$ cat src/rtl/ctl_seq_pkg.sv
package ctl_seq_pkg;
    localparam int PH_W   = 3;
    localparam int OP_W   = 2;
    localparam int DATA_W = 8;
    localparam int NIB_W  = DATA_W / 2;

    typedef enum logic [OP_W-1:0] {
        OP_NOR   = 2'b00,
        OP_ADD   = 2'b01,
        OP_STORE = 2'b10,
        OP_JUMP  = 2'b11
    } op_e;

    typedef struct packed {
        logic ram_oe;
        logic ram_we;
        logic pc_oe;
        logic pc_load;
        logic pc_inc;
        logic ar_oe;
        logic ar_we;
        logic ir_oe;
        logic ir_we;
        logic acc_oe;
        logic acc_we;
        logic acc_carry_clr;
        logic alu_oe;
        logic alu_we;
        logic alu_fn;
    } strobe_t;
endpackage

$ cat src/rtl/phase_counter.sv
module phase_counter
    import ctl_seq_pkg::*;
(
    input  logic            clk,
    input  logic            rst,
    output logic [PH_W-1:0] phase_d,
    output logic [PH_W-1:0] phase_q
);
    always_comb begin
        phase_d = phase_q + PH_W'(1);
    end

    always_ff @(posedge clk) begin
        if (rst) phase_q <= '0;
        else     phase_q <= phase_d;
    end


    phase_step_chk: assert property (@(posedge clk) disable iff (rst)
        !$past(rst) |-> phase_q == PH_W'($past(phase_q) + PH_W'(1)));
endmodule

$ cat src/rtl/strobe_decode.sv
module strobe_decode
    import ctl_seq_pkg::*;
(
    input  logic [PH_W-1:0] phase,
    input  logic [OP_W-1:0] op_code,
    input  logic            carry_in,
    output strobe_t         strobe
);
    logic fetch_ph;
    logic alu_cls;
    logic is_store;
    logic is_jump;

    always_comb begin
        fetch_ph = (phase < PH_W'(4));
        alu_cls  = (op_code == OP_NOR) || (op_code == OP_ADD);
        is_store = (op_code == OP_STORE);
        is_jump  = (op_code == OP_JUMP);

        strobe               = '0;
        strobe.pc_oe         = fetch_ph;
        strobe.ar_oe         = !fetch_ph;
        strobe.ir_oe         = !fetch_ph;
        strobe.ram_oe        = fetch_ph ||
                               (alu_cls && (phase == PH_W'(4) || phase == PH_W'(5)));
        strobe.ir_we         = (phase == PH_W'(1));
        strobe.ar_we         = (phase == PH_W'(3));
        strobe.pc_inc        = (phase == PH_W'(2)) || (phase == PH_W'(4));
        strobe.alu_we        = alu_cls && (phase == PH_W'(5));
        strobe.alu_oe        = alu_cls && (phase == PH_W'(5) || phase == PH_W'(6));
        strobe.acc_we        = alu_cls && (phase == PH_W'(6));
        strobe.alu_fn        = op_code[0];
        strobe.acc_oe        = is_store && (phase == PH_W'(5) || phase == PH_W'(6));
        strobe.ram_we        = is_store && (phase == PH_W'(6));
        strobe.pc_load       = is_jump && !carry_in && (phase == PH_W'(5));
        strobe.acc_carry_clr = is_jump && carry_in && (phase == PH_W'(5));
    end
endmodule

$ cat src/rtl/imm_fill.sv
module imm_fill
    import ctl_seq_pkg::*;
(
    input  logic              drive,
    input  logic [NIB_W-1:0]  nibble,
    output logic [DATA_W-1:0] imm
);
    localparam int REPS = DATA_W / NIB_W;

    always_comb begin
        imm = drive ? {REPS{nibble}} : '0;
    end
endmodule

$ cat src/rtl/ctl_phase_seq.sv
module ctl_phase_seq
    import ctl_seq_pkg::*;
(
    input  logic              clk,
    input  logic              rst,
    input  logic [OP_W-1:0]   op_code,
    input  logic              carry_in,
    input  logic [NIB_W-1:0]  ir_nibble,
    output logic [PH_W-1:0]   phase,
    output logic              ram_oe,
    output logic              ram_we,
    output logic              pc_oe,
    output logic              pc_load,
    output logic              pc_inc,
    output logic              ar_oe,
    output logic              ar_we,
    output logic              ir_oe,
    output logic              ir_we,
    output logic              acc_oe,
    output logic              acc_we,
    output logic              acc_carry_clr,
    output logic              alu_oe,
    output logic              alu_we,
    output logic              alu_fn,
    output logic [DATA_W-1:0] imm_byte
);
    logic [PH_W-1:0] phase_d;
    logic [PH_W-1:0] phase_q;
    strobe_t         dec_s;
    strobe_t         strb_d;
    strobe_t         strb_q;

    phase_counter u_phase (
        .clk     (clk),
        .rst     (rst),
        .phase_d (phase_d),
        .phase_q (phase_q)
    );

    strobe_decode u_dec (
        .phase    (phase_d),
        .op_code  (op_code),
        .carry_in (carry_in),
        .strobe   (dec_s)
    );

    always_comb begin
        strb_d = dec_s;
    end

    always_ff @(posedge clk) begin
        if (rst) strb_q <= '0;
        else     strb_q <= strb_d;
    end

    imm_fill u_imm (
        .drive  (strb_q.ir_oe),
        .nibble (ir_nibble),
        .imm    (imm_byte)
    );

    assign phase         = phase_q;
    assign ram_oe        = strb_q.ram_oe;
    assign ram_we        = strb_q.ram_we;
    assign pc_oe         = strb_q.pc_oe;
    assign pc_load       = strb_q.pc_load;
    assign pc_inc        = strb_q.pc_inc;
    assign ar_oe         = strb_q.ar_oe;
    assign ar_we         = strb_q.ar_we;
    assign ir_oe         = strb_q.ir_oe;
    assign ir_we         = strb_q.ir_we;
    assign acc_oe        = strb_q.acc_oe;
    assign acc_we        = strb_q.acc_we;
    assign acc_carry_clr = strb_q.acc_carry_clr;
    assign alu_oe        = strb_q.alu_oe;
    assign alu_we        = strb_q.alu_we;
    assign alu_fn        = strb_q.alu_fn;


    addr_drv_excl_chk: assert property (@(posedge clk) disable iff (rst)
        !(pc_oe && ar_oe));

    jump_excl_chk: assert property (@(posedge clk) disable iff (rst)
        !(pc_load && acc_carry_clr));

    store_drive_chk: assert property (@(posedge clk) disable iff (rst)
        ram_we |-> (acc_oe && !ram_oe));

    acc_from_alu_chk: assert property (@(posedge clk) disable iff (rst)
        acc_we |-> alu_oe);

    imm_gate_chk: assert property (@(posedge clk) disable iff (rst)
        (imm_byte != '0) |-> ir_oe);

    fetch_write_chk: assert property (@(posedge clk) disable iff (rst)
        (ir_we || ar_we) |-> pc_oe);
endmodule

$ cat config.mk
export PLATFORM = sky130hd
export DESIGN_NAME = ctl_phase_seq
export DESIGN_NICKNAME = d
export VERILOG_FILES = /design/src/rtl/ctl_seq_pkg.sv /design/src/rtl/phase_counter.sv /design/src/rtl/strobe_decode.sv /design/src/rtl/imm_fill.sv /design/src/rtl/ctl_phase_seq.sv
export SDC_FILE = /design/constraint.sdc
export NUM_CORES = 1
export LEC_CHECK = 0
export BUFFER_PORTS_ARGS = -buffer_cell sky130_fd_sc_hd__buf_2
export CAP_MARGIN = 20
export CORE_MARGIN = 10
export CORE_UTILIZATION = 35
export CTS_BUF_LIST = sky130_fd_sc_hd__clkbuf_4 sky130_fd_sc_hd__clkbuf_8
export CTS_CLUSTER_SIZE = 8
export DETAILED_ROUTE_END_ITERATION = 8
export HOLD_SLACK_MARGIN = 0.1
export SLEW_MARGIN = 40
export SYNTH_ARGS = -nofsm -noshare
export SYNTH_HDL_FRONTEND = slang
export SYNTH_HIERARCHICAL = 1
export SYNTH_SLANG_ARGS = --single-unit
$ cat constraint.sdc
create_clock -name clk -period 3.7 [get_ports clk]
set_input_delay 0.37 -clock clk [delete_from_list [all_inputs] [get_ports clk]]
set_output_delay 0.37 -clock clk [all_outputs]
set_load 0.1 [all_outputs]
==> results of run 1 <==
## sequential cells by signal (all words and copies together) (netlist names)
signal	flops
u_phase/phase_q	3
acc_carry_clr	1
acc_oe	1
acc_we	1
alu_fn	1
alu_oe	1
alu_we	1
ar_oe	1
ar_we	1
ir_oe	1
ir_we	1
pc_inc	1
pc_load	1
pc_oe	1
ram_oe	1
ram_we	1
## cell type report
cell class	count	area share [%]
clock buffer	4	3.99
timing repair buffer	34	18.7
multi-input combinational	41	33.1
inverter	2	0.825
sequential	18	39.6
tap	27	3.71
## power by group
part / leakage, nW / switching [mW] / internal [mW] / total, mW
logic: 0.300 / 0.127 / 0.0313 / 0.159
clock network: 0.0210 / 0.0564 / 0.0598 / 0.116
registers: 0.147 / 0.00369 / 0.204 / 0.208
## Yosys cell counts
cell / n
nand2_1: 1
nand2_2: 1
inv_1: 2
nor2b_1: 4
nor3_1: 2
and2b_1: 2
and2_1: 4
ha_1: 1
a211oi_2: 1
xnor2_1: 1
a21oi_1: 1
and2b_2: 4
o21ai_0: 1
nor4b_2: 1
nor2_1: 5
and3_2: 1
dfxtp_1: 18
xor2_1: 1
nand2b_1: 2
buf_4: 8
nand2b_4: 1
buf_6: 1
nor2b_2: 7
## final timing paths
path	endpoint	slack, ns	from
setup / recovery	pc_load$_SDFF_PP0_	2.03	u_phase/phase_q[0]$_SDFF_PP0_
hold / removal	alu_fn$_SDFF_PP0_	0.36	op_code[0]
setup reg to reg	pc_load$_SDFF_PP0_	2.03	u_phase/phase_q[0]$_SDFF_PP0_
hold reg to reg	u_phase/phase_q[0]$_SDFF_PP0_	0.47	u_phase/phase_q[0]$_SDFF_PP0_
## layout by cell type, fill, tap and decap left out, drive strengths merged
| cell type | netlist | final |
|---|---|---|
| nand2b | 3 | 3 |
| nor4b | 1 | 1 |
| nand2 | 2 | 2 |
| xor2 | 1 | 1 |
| a21oi | 1 | 1 |
| and3 | 1 | 1 |
| nor3 | 2 | 2 |
| clkbuf | 0 | 4 |
| nor2 | 5 | 5 |
| and2 | 4 | 4 |
| nor2b | 11 | 11 |
| xnor2 | 1 | 1 |
| buf | 9 | 34 |
| a211oi | 1 | 1 |
| dfxtp | 18 | 18 |
| ha | 1 | 1 |
| o21ai | 1 | 1 |
| inv | 2 | 2 |
| and2b | 6 | 6 |
## per-layer routing
layer	GRT usage (%)	up-vias	routed length, microns
li1	-	266	-
met1	7.18	230	637
met2	11.2	23	634
met3	4.07	2	190
met4	3.93	0	16
met5	0	-	0
## stage by stage
step	std cells	power [mW]	util, %	hold slack (ns)	worst slack, ns
floorplan	70	0.355	-	0.437	1.05
global placement	122	0.372	44.1	0.438	2.13
detailed placement	122	0.373	44.1	0.448	2.06
CTS	126	0.489	45.9	0.362	2.03
global route	126	0.506	45.9	0.362	1.86
finish	126	0.483	45.9	0.358	2.03
## logic make-up (layout without fill, tap and decap cells)
group / after synthesis / after routing / share of synthesized area, %
buffers and inverters: 11 / 40 / 10.6
adder cells (fa/ha/maj): 1 / 1 / 1.69
XOR/XNOR: 2 / 2 / 2.37
AO/OA/AOI/OAI: 3 / 3 / 3.04
AND/OR/NAND/NOR: 35 / 35 / 33.6
flip-flops: 18 / 18 / 48.6
==> out/results.ini, run 1 <==
[routing]
drtPass1Iterations=2
totalWireLength_microns=1480
drt_iter0_drc=13
routed_via_density=4.13
num_vias=521
drc=0
wl_per_cell_microns=11.7
postRouteAntennaNets=0

[clock_network]
cts_resized=0
hold_buffers=0
root_buffer=clkbuf_4
cts_num_sinks=18
numCtsBuffers=3
cts_tree=built
cts_setup_buffers=0
htree_num_levels=1
path_clk_slew_ns=0.10
clockBufferDepth=2
insertion_delay_ns=0.28

[sta]
hold_viol_final=0
clock-skew-final_ns=0.000897
tns_ns=0
finalSetupViolations=0
fmax_mhz=597
worst_pin_slew_ns=0.621
rsz0062_at_grt=false
drv_slew=0
slew_headroom_pct=58.5
post-route-period-util_pct=45.2
fin_crit_ns=1.67

[critical_path]
cp-start-kind=register
slowest_stage=xor2_1
crit_buf_inv=0
critPathArrivalTime_ns=1.90
timing.critical_path.cells=ha_1, xor2_1, nand2_2, nor4b_2, nor2b_1
path_class=register to register
cp.depth=5
ff2ff_path_depth=5
required_ns=3.92
slowest_delay_ns=0.52
worst_path_dominant_cell_family=simple AND/OR/NAND/NOR gates
worst-path-max-fanout=9
cp-end-kind=register

[layout]
area_delta_synth_final_pct=22.8
final_nets=110
final_area_sq_um=910
multi_input_area_sq_um=302
num_antenna_cells=0
seq_area_sq_um=360
fillers=208
drive_gt1_share_pct=54.5

[power]
p_leak_nw=0.468
max-vdd-ir-drop_v=0.000367
p_per_area_mw_per_mm2=531

[synth]
synth_top_cell_by_area=dfxtp_1
synth_area_per_cell_sq_um=10.6
yosysUniqueCellTypes=23
synth_top_area_share_pct=48.6
postSynthNetCount=80
synth-seq-area-share_pct=48.6
synth_seq_cells=18
synth_area_leaders=dfxtp_1, nor2b_2, buf_4, and2b_2, and2_1
netlist_area_sq_um=741
postSynthCellCount=70
yosys_warnings=6

[global_routing]
grt_pass1_wl_microns=2490
grt_max_degree=19
antenna_found_initial=0
grt-ovfl-total=0
track_usage_pct=7.08
grt_pass1_vias=562

[place]
port_buffers=34
placed_area_sq_um=873
hpwl_microns=1190
place.gp.congestion=0.811

[floorplan]
core_area_sq_mm=0.00198
die_h_microns=66.0
row_count=16
initial_core_util_pct=37.4
io_pins=35
fp.dieW_microns=66.0
die-area_sq_mm=0.00436

[outcome]
outcome=finished clean

[worst_hold_path]
whs_path_depth=2
hp-class=primary input to register

[run]
max_cap_viol_count=0

Power figures use the tool's default switching activity.
==> run 2: changes to the inputs <==
--- a/config.mk
+++ b/config.mk
@@ -13,6 +13,7 @@
 export CTS_CLUSTER_SIZE = 8
 export DETAILED_ROUTE_END_ITERATION = 8
 export HOLD_SLACK_MARGIN = 0.1
+export PLACE_DENSITY = 0.66
 export SLEW_MARGIN = 40
 export SYNTH_ARGS = -nofsm -noshare
 export SYNTH_HDL_FRONTEND = slang
==> constraint.sdc (replaced) <==
create_clock -name clk -period 1.37 [get_ports clk]
set_input_delay 0.137 -clock clk [delete_from_list [all_inputs] [get_ports clk]]
set_output_delay 0.137 -clock clk [all_outputs]
set_load 0.1 [all_outputs]
==> run 2 against run 1 <==
Sequential share of layout area decreased by 2.2 points. Via count is 2.1% higher. Core utilization is 4.4 points higher. Setup slack worse by 2.0 ns. Register-to-register slack worse by 2.0 ns. Non-clock buffer count rose by 2. Maximum frequency is 27% higher.
==> out/results.ini, run 2 (synthesis gave the netlist of run 1 again) <==
[clock_network]
insertion_delay_ns=0.28
root_buffer=clkbuf_4
numCtsBuffers=3
cts_tree=built
htree_num_levels=1
hold_buffers=0
cts_num_sinks=18
path_clk_slew_ns=0.09
clockBufferDepth=2

[power]
p_per_area_mw_per_mm2=1310
max-vdd-ir-drop_v=0.000694
p_leak_nw=0.479
p_total_mw=1.30

[place]
place.gp.congestion=0.719
placed_cells=122
preCtsSetupSlack_ns=0.0277
hpwl_microns=1240
port_buffers=34

[layout]
num_antenna_cells=0
instances_no_fill=128
regMostFlops=u_phase/phase_q
final_nets=112
fillers=192
postLayoutCoreUtil_pct=50.3
layout_commonest_cell=buf_2
area_delta_synth_final_pct=34.5
largest_register_ffs=3
drive_gt1_share_pct=65.3
layout_common_cells=buf_2, dfxtp_1, clkbuf_4, nor2b_2, nor2_1

[routing]
drc=0
wl_per_cell_microns=11.9
postRouteAntennaNets=0
totalWireLength_microns=1520
drt_iter0_drc=2
routed_via_density=4.16
num_vias=532
drtPass1Iterations=2

[sta]
layout_setup_ws_ns=0.0564
slew_headroom_pct=67.0
fmax_mhz=761
finalSetupViolations=0
post-route-period-util_pct=95.9
hold_viol_final=0
clock-skew-final_ns=0.00472
fin_crit_ns=1.31
rsz0062_at_grt=true
drv_slew=0
worst_pin_slew_ns=0.498

[global_routing]
grt_max_degree=19
track_usage_pct=7.39
grt_pass1_wl_microns=2530
grt_pass1_vias=595
grt-ovfl-total=0
antenna_found_initial=0

[critical_path]
critPathArrivalTime_ns=1.48
cp-start-kind=register
slowest_stage=dfxtp_4
timing.critical_path.cells=ha_4, xor2_4, buf_4, xnor2_1, nor2_1, nor2b_2
path_class=register to register
required_ns=1.53
slowest_delay_ns=0.38
worst-path-max-fanout=7
cp-end-kind=register

[floorplan]
die_h_microns=66.0
io_pins=35
core_area_sq_mm=0.00198
initial_core_util_pct=37.4
row_count=16
die-area_sq_mm=0.00436
fp.dieW_microns=66.0

[worst_hold_path]
hp-class=primary input to register

[outcome]
outcome=finished clean

[run]
max_cap_viol_count=0

## run 2: what timing repair did
action | CTS | global route
pin swaps | 1 | 0
setup endpoints to repair | 1 | 10
resized for setup | 0 | 8
buffers inserted | 0 | 2
## run 2: layout make-up
cell class	instances	area, sq um	share of cell area, %
flip-flops and latches	18	373	37.4
multi-input cells	41	347	34.8
repair buffers	36	205	20.6
well taps	27	33.8	3.39
clock buffers	4	30.0	3.02
inverters	2	7.51	0.754
## run 2: layer usage
layer,global-route usage [%],up-vias,wire length (microns)
li1,-,275,-
met1,6.82,234,554
met2,12.2,21,744
met3,5.42,2,207
met4,3.14,0,12
met5,0,-,0
## run 2: final timing paths
path | startpoint | end | slack, ns | depth (start not counted)
setup / recovery | u_phase/phase_q[0]$_SDFF_PP0_ | pc_inc$_SDFF_PP0_ | 0.06 | 6
hold / removal | op_code[0] | alu_fn$_SDFF_PP0_ | 0.13 | 2
setup reg to reg | u_phase/phase_q[0]$_SDFF_PP0_ | pc_inc$_SDFF_PP0_ | 0.06 | 6
hold reg to reg | u_phase/phase_q[0]$_SDFF_PP0_ | u_phase/phase_q[0]$_SDFF_PP0_ | 0.45 | 1
## run 2: through the flow
stage | cell area [sq um] | hold slack (ns) | setup TNS, ns
CTS | 961 | 0.120 | 0
floorplan | 810 | 0.194 | -0.407
detailed placement | 931 | 0.424 | 0
finish | 996 | 0.130 | 0
global route | 996 | 0.130 | -0.0745
global placement | 931 | 0.417 | 0
## run 2: worst max-delay path: cells and delay by family, from the launching register on
| family | cells | cell delay [ns] |
|---|---|---|
| buf+inv | 1 | 0.16 |
| fa+ha+maj | 1 | 0.15 |
| flops | 1 | 0.38 |
| simple gates | 2 | 0.19 |
| xor+xnor | 2 | 0.33 |
## run 2: power breakdown
group | switching [mW] | total, mW | internal, mW
Sequential | 0.0146 | 0.566 | 0.551
Combinational | 0.348 | 0.462 | 0.113
Clock | 0.140 | 0.273 | 0.133
==> run 3: changes to the inputs <==
--- a/config.mk
+++ b/config.mk
@@ -14,6 +14,7 @@
 export DETAILED_ROUTE_END_ITERATION = 8
 export HOLD_SLACK_MARGIN = 0.1
 export PLACE_DENSITY = 0.66
+export SETUP_SLACK_MARGIN = 0.3
 export SLEW_MARGIN = 40
 export SYNTH_ARGS = -nofsm -noshare
 export SYNTH_HDL_FRONTEND = slang
==> run 3 against run 2 <==
Register-to-register slack got worse by 0.03 ns. Clock power grew 3%. Clock skew down 0.00078 ns. Design area increased by 24%. Sequential power is 0.7% higher. Critical endpoint is now alu_oe$_SDFF_PP0_.
==> out/results.ini, run 3 (synthesis gave the netlist of run 1 again) <==
[outcome]
outcome=finished clean

[critical_path]
critPathArrivalTime_ns=1.58
reg2reg_from=u_phase/phase_q[0]$_SDFF_PP0_
cp-start-kind=register
path_class=register to register
worstSetupStartpoint=u_phase/phase_q[0]$_SDFF_PP0_
r2r_slack_ns=0.02
worst-path-max-fanout=5
ff2ff_path_depth=6
cp-end-kind=register
r2r_end=alu_oe$_SDFF_PP0_
required_ns=1.60

[place]
hpwl_microns=1260
placed_area_sq_um=993
placed_cells=122
port_buffers=34
place.gp.congestion=0.660
preCtsSetupSlack_ns=0.0362

[clock_network]
numCtsBuffers=3
hold_buffers=0
path_clk_slew_ns=0.10
insertion_delay_ns=0.28
clockBufferDepth=2
cts_tree=built
cts_num_sinks=18
root_buffer=clkbuf_4
htree_num_levels=1

[sta]
fin_crit_ns=1.35
slew_headroom_pct=67.6
rsz0062_at_grt=true
clock-skew-final_ns=0.00394
layout_setup_ws_ns=0.0249
post-route-period-util_pct=98.2
hold_viol_final=0
worst_pin_slew_ns=0.490
hold_ws_ns=0.129
tns_ns=0
fmax_mhz=743
drv_slew=0
finalSetupViolations=0

[layout]
multi_input_area_sq_um=357
postLayoutCoreUtil_pct=62.5
seq_area_sq_um=375
fillers=155
regMostFlops=u_phase/phase_q
final_nets=116
final_area_sq_mm=0.00124
num_antenna_cells=0
drive_gt1_share_pct=68.6
largest_register_ffs=3
layout_common_cells=dfxtp_1, buf_4, buf_6, buf_2, buf_12
instances_no_fill=132
layout_commonest_cell=dfxtp_1
area_delta_synth_final_pct=67.2

[floorplan]
die-area_sq_mm=0.00436
die_h_microns=66.0
row_count=16
core_area_sq_mm=0.00198
initial_core_util_pct=37.4
io_pins=35
fp.dieW_microns=66.0

[power]
p_total_mw=1.40
max-vdd-ir-drop_v=0.000693
p_per_area_mw_per_mm2=1130
p_leak_nw=0.546

[routing]
routed_via_density=4.13
wl_per_cell_microns=13.3
totalWireLength_microns=1760
drt_iter0_drc=4
dr.max_layer_used=met4
num_vias=545
wl_met1_microns=662
drc=0
wl_met3_microns=207
wl_met2_microns=881
drtPass1Iterations=4
postRouteAntennaNets=0

[global_routing]
track_usage_pct=7.74
grt_max_degree=19
grt_pass1_vias=589
antenna_found_initial=0
grt_pass1_wl_microns=2690
grt-ovfl-total=0

[worst_hold_path]
hp-class=primary input to register
hp-start=op_code[0]
min_to=alu_fn$_SDFF_PP0_
whs_path_depth=2

[run]
max_cap_viol_count=0

## run 3: layout make-up
class,count,area share [%]
sequential,18,30.3
multi-input combinational,41,28.8
clock buffer,4,2.42
tap,27,2.73
inverter,2,0.606
timing repair buffer,40,35.2
## run 3: power breakdown
group	internal [mW]	switching (mW)
Combinational	0.188	0.366
Sequential	0.551	0.0193
Clock	0.133	0.147
Total	0.871	0.532
## run 3: how the worst max path moves through the flow
stage,endpoint,slack [ns]
after detailed placement,pc_load$_SDFF_PP0_,0.04
after floorplan,pc_load$_SDFF_PP0_,-0.10
after global placement,pc_load$_SDFF_PP0_,0.09
after global routing,pc_load$_SDFF_PP0_,-0.06
after CTS,pc_load$_SDFF_PP0_,0.07
final,alu_oe$_SDFF_PP0_,0.02
## run 3: worst max-delay path, cell delays in order, from the launching register on
cell and delay, ns:
dfxtp_4 0.37, ha_4 0.17, xor2_4 0.22, buf_4 0.16, nand2b_1 0.08, a21oi_1 0.13
and2b_2 0.15
## run 3: routing by layer
| layer | vias up | GRT usage [%] |
|---|---|---|
| li1 | 282 | - |
| met1 | 238 | 7.69 |
| met2 | 23 | 12.7 |
| met3 | 2 | 4.92 |
| met4 | 0 | 3.14 |
| met5 | - | 0 |
## run 3: repair_timing
action,4_1_cts,5_1_grt
pin swaps,7,1
buffers inserted,4,2
gates resized for setup,37,14
endpoints found under the hold margin,0,0
endpoints found under the setup margin,40,33
